[config.mk]
export PLATFORM = sky130hd
export DESIGN_NAME = gpio_maskport
export DESIGN_NICKNAME = d
export VERILOG_FILES = /design/src/rtl/gpio_maskport_pkg.sv /design/src/rtl/gpio_mp_decode.sv /design/src/rtl/gpio_mp_sync.sv /design/src/rtl/gpio_mp_regs.sv /design/src/rtl/gpio_maskport.sv
export SDC_FILE = /design/constraint.sdc
export NUM_CORES = 1
export LEC_CHECK = 0
export BUFFER_PORTS_ARGS = -buffer_cell sky130_fd_sc_hd__buf_2
export CAP_MARGIN = 5
export CORE_MARGIN = 8
export CORE_UTILIZATION = 30
export DETAILED_ROUTE_END_ITERATION = 6
export GPL_TIMING_DRIVEN = 0
export PLACE_DENSITY = 0.55
export SKIP_LAST_GASP = 1
export SYNTH_ARGS = -nofsm -noshare
export SYNTH_HDL_FRONTEND = slang
export SYNTH_SLANG_ARGS = --single-unit
[constraint.sdc]
create_clock -name clk -period 1.7 [get_ports clk]
set_clock_uncertainty 0.05 [all_clocks]
set_input_delay 0.34 -clock clk [delete_from_list [all_inputs] [get_ports clk]]
set_output_delay 0.34 -clock clk [all_outputs]
set_load 0.01 [all_outputs]
[src/rtl/gpio_maskport_pkg.sv]
package gpio_maskport_pkg;

    localparam int GP_NPIN   = 8;
    localparam int GP_ADDR_W = 12;
    localparam int GP_SYNC   = 2;

    typedef enum logic [1:0] {
        RG_DATA = 2'd0,
        RG_DIR  = 2'd1,
        RG_NONE = 2'd2
    } gp_region_e;

    typedef struct packed {
        logic       req;
        logic       we;
        gp_region_e region;
    } gp_access_t;

endpackage

[src/rtl/gpio_mp_decode.sv]
module gpio_mp_decode
    import gpio_maskport_pkg::*;
#(
    parameter int NPIN   = GP_NPIN,
    parameter int ADDR_W = GP_ADDR_W
) (
    input  logic [ADDR_W-1:2] addr,
    output gp_region_e        region,
    output logic [NPIN-1:0]   mask
);
    localparam int WORD_W = ADDR_W - 2;
    localparam logic [WORD_W-1:0] DIR_WORD = WORD_W'(1) << NPIN;

    logic [WORD_W-1:0] word;
    logic              in_window;

    assign word      = addr;
    assign in_window = (word >> NPIN) == '0;

    always_comb begin
        if (in_window) begin
            region = RG_DATA;
        end else if (word == DIR_WORD) begin
            region = RG_DIR;
        end else begin
            region = RG_NONE;
        end
        mask = in_window ? word[NPIN-1:0] : '0;
    end

endmodule

[src/rtl/gpio_mp_sync.sv]
module gpio_mp_sync
    import gpio_maskport_pkg::*;
#(
    parameter int NPIN   = GP_NPIN,
    parameter int STAGES = GP_SYNC
) (
    input  logic            clk,
    input  logic            rst,
    input  logic [NPIN-1:0] din,
    output logic [NPIN-1:0] dout
);
    logic [NPIN-1:0] stage_q [STAGES];

    always_ff @(posedge clk) begin
        if (rst) begin
            stage_q[0] <= '0;
        end else begin
            stage_q[0] <= din;
        end
    end

    generate
        for (genvar s = 1; s < STAGES; s++) begin : g_stage
            always_ff @(posedge clk) begin
                if (rst) begin
                    stage_q[s] <= '0;
                end else begin
                    stage_q[s] <= stage_q[s-1];
                end
            end
        end
    endgenerate

    assign dout = stage_q[STAGES-1];

endmodule

[src/rtl/gpio_mp_regs.sv]
module gpio_mp_regs
    import gpio_maskport_pkg::*;
#(
    parameter int NPIN = GP_NPIN
) (
    input  logic            clk,
    input  logic            rst,
    input  gp_access_t      acc,
    input  logic [NPIN-1:0] mask,
    input  logic [NPIN-1:0] wdata,
    input  logic [NPIN-1:0] pin_sync,
    output logic [NPIN-1:0] dir_q,
    output logic [NPIN-1:0] dout_q,
    output logic [NPIN-1:0] rdata_q
);
    logic [NPIN-1:0] pin_view;
    logic [NPIN-1:0] rd_val;
    logic [NPIN-1:0] dout_next;
    logic            wr_data;
    logic            wr_dir;
    logic            rd_any;

    assign wr_data = acc.req && acc.we && (acc.region == RG_DATA);
    assign wr_dir  = acc.req && acc.we && (acc.region == RG_DIR);
    assign rd_any  = acc.req && !acc.we;

    generate
        for (genvar n = 0; n < NPIN; n++) begin : g_pin
            assign pin_view[n]  = dir_q[n] ? dout_q[n] : pin_sync[n];
            assign dout_next[n] = mask[n] ? wdata[n] : dout_q[n];
        end
    endgenerate

    always_comb begin
        case (acc.region)
            RG_DATA: rd_val = pin_view & mask;
            RG_DIR:  rd_val = dir_q;
            default: rd_val = '0;
        endcase
    end

    always_ff @(posedge clk) begin
        if (rst) begin
            dir_q   <= '0;
            dout_q  <= '0;
            rdata_q <= '0;
        end else begin
            if (wr_data) begin
                dout_q <= dout_next;
            end
            if (wr_dir) begin
                dir_q <= wdata;
            end
            rdata_q <= rd_any ? rd_val : '0;
        end
    end

endmodule

[src/rtl/gpio_maskport.sv]
module gpio_maskport
    import gpio_maskport_pkg::*;
#(
    parameter int NPIN   = GP_NPIN,
    parameter int ADDR_W = GP_ADDR_W,
    parameter int STAGES = GP_SYNC
) (
    input  logic              clk,
    input  logic              rst,
    input  logic              bus_req,
    input  logic              bus_we,
    input  logic [ADDR_W-1:2] bus_addr,
    input  logic [NPIN-1:0]   bus_wdata,
    output logic [NPIN-1:0]   bus_rdata,
    input  logic [NPIN-1:0]   pad_in,
    output logic [NPIN-1:0]   pad_out,
    output logic [NPIN-1:0]   pad_oe
);
    gp_region_e      region;
    logic [NPIN-1:0] mask;
    logic [NPIN-1:0] pin_sync;
    gp_access_t      acc;

    assign acc.req    = bus_req;
    assign acc.we     = bus_we;
    assign acc.region = region;

    gpio_mp_decode #(.NPIN(NPIN), .ADDR_W(ADDR_W)) u_decode (
        .addr   (bus_addr),
        .region (region),
        .mask   (mask)
    );

    gpio_mp_sync #(.NPIN(NPIN), .STAGES(STAGES)) u_sync (
        .clk  (clk),
        .rst  (rst),
        .din  (pad_in),
        .dout (pin_sync)
    );

    gpio_mp_regs #(.NPIN(NPIN)) u_regs (
        .clk      (clk),
        .rst      (rst),
        .acc      (acc),
        .mask     (mask),
        .wdata    (bus_wdata),
        .pin_sync (pin_sync),
        .dir_q    (pad_oe),
        .dout_q   (pad_out),
        .rdata_q  (bus_rdata)
    );

endmodule

---- Yosys cells after proc, flatten, opt, wreduce, memory -nomap -nowiden ----
Memories as Yosys holds them, arrays and structs flattened.
Index checks and enable logic that the tools add are counted.
cells by class
  equality and inequality tests ........... 2
  muxes and demuxes ....................... 17
  bitwise operators ....................... 4
  reductions and logical operators ........ 16
operators by type and width
  operator                                                                 count
  8-bit two-way mux                                                        3
  8-bit case mux with 2 select lines                                       1
  2-bit AND reduction                                                      8
  1-bit two-way mux                                                        11
  10-bit by 9-bit equality test with 1-bit output (second input constant)  1
  10-bit logical NOT                                                       1
  8-bit bitwise AND                                                        1
  1-bit logical AND                                                        4
  2-bit two-way mux                                                        2
  2-bit by 1-bit equality test with 1-bit output (second input constant)   1
  2-bit logical NOT                                                        1
  1-bit bitwise OR                                                         2
  2-bit OR reduction                                                       1
  1-bit logical NOT                                                        1
  1-bit NOT                                                                1
storage, ports and cells
  flip-flop bits (word level) ............. 24
  bits in writable memories ............... 16
  bits of input ports ..................... 30
  output and inout bits ................... 24
  word-level logic and storage cells ...... 50
  memories kept ........................... 1
memories
  name            words  bits a word  rd ports  clocked after Yosys merged registers in  write ports  line                source
  u_sync.stage_q  2      8            2         0                                        2            gpio_mp_sync.sv:12  logic [NPIN-1:0] stage_q [STAGES];

---- Longest topological paths before layout ----
  depth after elaboration ................. 6
  mapped depth ............................ 4
  depth with buffers taken out ............ 3

---- Hierarchy ----
From an unflattened synthesis, not the netlist that was laid out.
unflattened totals
  cells, all modules ...................... 163
  area total of the unflattened synthesis .. 1600.3 um2
by module, submodules not included
  module          instances  cells each  area each (um2)  seq. area each (um2)
  gpio_mp_regs    1          116         1044.8           480.5
  gpio_mp_sync    1          33          464.2            320.3
  gpio_mp_decode  1          14          91.3             0.0

---- Worst setup path after synthesis ----
Ideal clock, no wire load.
  path kind ............................... input to register
  start point ............................. input port bus_addr[7] in the netlist's numbering
  end point ............................... register u_regs.dir_q[0]
  setup time .............................. 0.132 ns
  arrival ................................. 1.297 ns
  data required time ...................... 1.518 ns
  setup slack ............................. 0.220 ns
  stages .................................. 4
  path buffers ............................ 1
  cell sequence ........................... or4_1 buf_2 o31ai_1 a21oi_1
between the ends
  cells in the longest elaborated chain, start to end .. 5
RTL lines
  element                                          line                  source
  start: declaration                               gpio_maskport.sv:12   input logic [ADDR_W-1:2] bus_addr,
  10-bit by 9-bit equality test with 1-bit output  gpio_mp_decode.sv:23  end else if (word == DIR_WORD) begin
  2-bit two-way mux                                gpio_mp_decode.sv:23
  2-bit two-way mux                                gpio_mp_decode.sv:21  if (in_window) begin
  2-bit by 1-bit equality test with 1-bit output   gpio_mp_regs.sv:24    assign wr_dir = acc.req && acc.we && (acc.region == RG_DIR);
  1-bit logical AND                                gpio_mp_regs.sv:24
  end signal: assignment                           gpio_mp_regs.sv:52    dir_q <= wdata;
  end: declaration                                 gpio_mp_regs.sv:12    output logic [NPIN-1:0] dir_q,
No other way between the ends.
A chain may end at the register's enable or synchronous reset.

---- Worst setup path after layout ----
  start point ............................. input port bus_addr[9] in the netlist's numbering
  end point ............................... register u_regs.rdata_q[2]
between the ends
  cells in the longest elaborated chain, start to end .. 5
  elaborated cells between the ends (all ways) .. 6
  those cells by class .................... 2 x eq/ne; 3 x mux; 1 x reduce/logical
RTL lines
  element                                                                              line                  source
  10-bit by 9-bit equality test with 1-bit output (*)                                  gpio_mp_decode.sv:23
  2-bit two-way mux (*)                                                                gpio_mp_decode.sv:23
  2-bit two-way mux (*)                                                                gpio_mp_decode.sv:21
  2-bit by 1-bit equality test with 1-bit output or 2-bit logical NOT (tied branches)  gpio_mp_regs.sv:35    case (acc.region)
  8-bit case mux with 2 select lines (*)                                               gpio_mp_regs.sv:35
  end signal: assignment                                                               gpio_mp_regs.sv:54    rdata_q <= rd_any ? rd_val : '0;
  end: declaration                                                                     gpio_mp_regs.sv:14    output logic [NPIN-1:0] rdata_q
Mark *: on every way between the ends. The rest lies on a longest branch, timed or not.

==> results.cfg <==
[logic_synthesis]
avgSynthCellArea_um2 = 9.43
yosys.area_share.simple = 0.307
synth_xor_area_frac = 0
synth_area_mm2 = 0.00171
synth.distinct_cells = 25
synth_seq_cells = 40
synth_nets = 211
synth_warnings = 0
synthAdderAreaFrac = 0
synth-seq-area-share = 0.469
synth-compound-area-share = 0.165
muxShareOfSynthArea = 0
synth_top_family_by_area = simple AND/OR/NAND/NOR gates
synthCells = 181

[timing]
slew_violations = 0
fin_crit_ns = 1.59
setup_viol = 0
rsz0062_at_grt = false
final-hold-violation-count = 0
post-route-period-util = 0.933
relSlewSlack = 0.538
worst_pin_slew_ns = 0.691
max_freq_mhz = 631
fin_ws_ns = 0.115

[flow_run]
maxCapViolCount = 0

[drt]
antenna_left = 0
drc = 0
firstDrtPassIters = 4
viasPerCell = 4.87
drt_wl_total_um = 5010
wl_per_cell_um = 16.0
vias = 1523
drt_iter0_markers = 66

[cts]
clk_pin_slew_ns = 0.08
ctsRootBufferMaster = clkbuf_8
numCtsBuffers = 5
cts_htree_levels = 2
cts_buffer_depth = 2
postCtsHoldBufs = 0
clock-sinks = 40
cts_tree = done
clkLatencyLatePin_ns = 0.30

[run_status]
status = complete, no violations

[final_layout]
num-fill-cells = 568
drive_gt1_frac = 0.307
multi_input_area_um2 = 806
seq_area_um2 = 801
final_cell_mix = buf_2 (55), dfxtp_1 (40), nor2b_1 (24)
final_util = 0.398
diodes = 0
syn_to_final_growth_pct = 28.4
nets = 271
layout_commonest_cell = buf_2

[placement]
pre_cts_slack_ns = -0.240
port-buffer-count = 53
place.gp.congestion = 0.785
post-dp-hpwl_um = 3610

[critical_path]
crit_buf_inv = 1
critPathMaxFanout = 9
crit_chain = buf_2 -> nor4b_4 -> nand4_4 -> o211ai_2
rr_startpoint = u_regs.dir_q[4]
crit_path_end_kind = flop
worstPathArrival_ns = 1.75
worstSetupPathType = in -> reg
slowest_stage = nor4b_4
worstPathRequired_ns = 1.87
cp_top_family = simple AND/OR/NAND/NOR gates
cp_slowest_stage_delay_ns = 0.66
critPathLaunch = bus_addr[9]
worstSetupStartpointType = primary input

[grt]
grt_pass1_vias = 1495
grt_usage = 0.120
grt-ovfl-total = 0
grt_max_degree = 13
grt_antenna_before_repair = 0
grt_pass1_wl_um = 7980

[floorplan]
die_w_um = 91.4
die_height_um = 91.4
ios = 54
dieArea_mm2 = 0.00836
rows = 27
start_util = 0.310
core_area_mm2 = 0.00551

[hold_path]
hold_path_startpoint = pad_in[1]
hold_path_class = in -> reg

[power_and_ir_drop]
power_per_cell_area_mw_per_mm2 = 927
ir_worst_vdd_v = 0.000413
power.total_uw = 2030
power_leakage_uw = 0.000916
## layer usage
metal	wire length [µm]	global-route usage	vias to the layer above
li1	-	-	771
met3	295	0.0420	5
met2	2220	0.184	41
met5	0	0	-
met1	2420	0.153	706
met4	68	0.0409	0
## stage by stage
step	hold WS, ns	TNS, ns	std cells	area, µm²
2_1_floorplan	0.362	0	181	1710
3_3_place_gp	0.366	-1.85	306	2060
3_5_place_dp	0.371	-2.26	306	2060
4_1_cts	0.190	0	313	2190
5_1_grt	0.191	0	313	2190
6_report	0.196	0	313	2190
## layout make-up
class                      count  area share
sequential                    40       0.365
timing repair buffer          53       0.121
inverter                      16      0.0274
tap                           72      0.0411
multi-input combinational    115       0.368
clock buffer                   5      0.0314
clock inverter                 2      0.0274
buffer                        10      0.0188
## logic make-up (layout without fill, tap and decap cells)
| logic type | Yosys count | count (layout) |
|---|---|---|
| AND/OR/NAND/NOR | 74 | 74 |
| AO/OA/AOI/OAI | 41 | 41 |
| buffers and inverters | 26 | 86 |
| flip-flops | 40 | 40 |
## synth_stat cells
| library cell | number | area (µm²) |
|---|---|---|
| a21oi_1 | 16 | 80.1 |
| and2_1 | 8 | 50.1 |
| buf_1 | 1 | 3.75 |
| buf_2 | 2 | 10.0 |
| clkbuf_1 | 7 | 26.3 |
| dfxtp_1 | 40 | 801 |
| inv_1 | 16 | 60.1 |
| nand3_1 | 8 | 40.0 |
| nand4_1 | 22 | 138 |
| nand4_4 | 1 | 21.3 |
| nand4bb_1 | 1 | 11.3 |
| nor2_1 | 2 | 7.51 |
| nor2b_1 | 24 | 150 |
| nor3b_2 | 1 | 12.5 |
| nor4_4 | 1 | 21.3 |
| nor4b_4 | 1 | 23.8 |
| nor4bb_1 | 2 | 20.0 |
| o2111ai_1 | 1 | 8.76 |
| o211ai_2 | 7 | 87.6 |
| o21ai_0 | 8 | 40.0 |
| o21ai_1 | 1 | 5.00 |
| o31ai_1 | 8 | 60.1 |
| or4_1 | 1 | 7.51 |
| or4b_1 | 1 | 10.0 |
| or4bb_1 | 1 | 11.3 |
## sequential cells by signal (all words and copies together), names as in the netlist
| name | cells |
|---|---|
| u_regs.dir_q | 8 |
| u_regs.rdata_q | 8 |
| u_sync.stage_q | 16 |
| u_regs.dout_q | 8 |
## what timing repair did
item,in CTS,in global routing
buffers inserted,0,0
resized for setup,0,2
endpoints found under the setup margin,0,3
## where the power goes
group / internal (µW) / switching, µW
clock network: 578 / 346
logic: 55.6 / 90.2
registers: 956 / 5.10
## worst paths after layout
| kind | to | slack (ns) | depth (start not counted) |
|---|---|---|---|
| worst max register to register | u_regs.rdata_q[4] | 0.75 | 3 |
| worst max-delay path | u_regs.rdata_q[2] | 0.11 | 4 |
| worst min-delay path | u_sync.stage_q[0][1] | 0.20 | 2 |
| worst min register to register | u_sync.stage_q[1][5] | 0.39 | 1 |
Power figures use the tool's default switching activity.
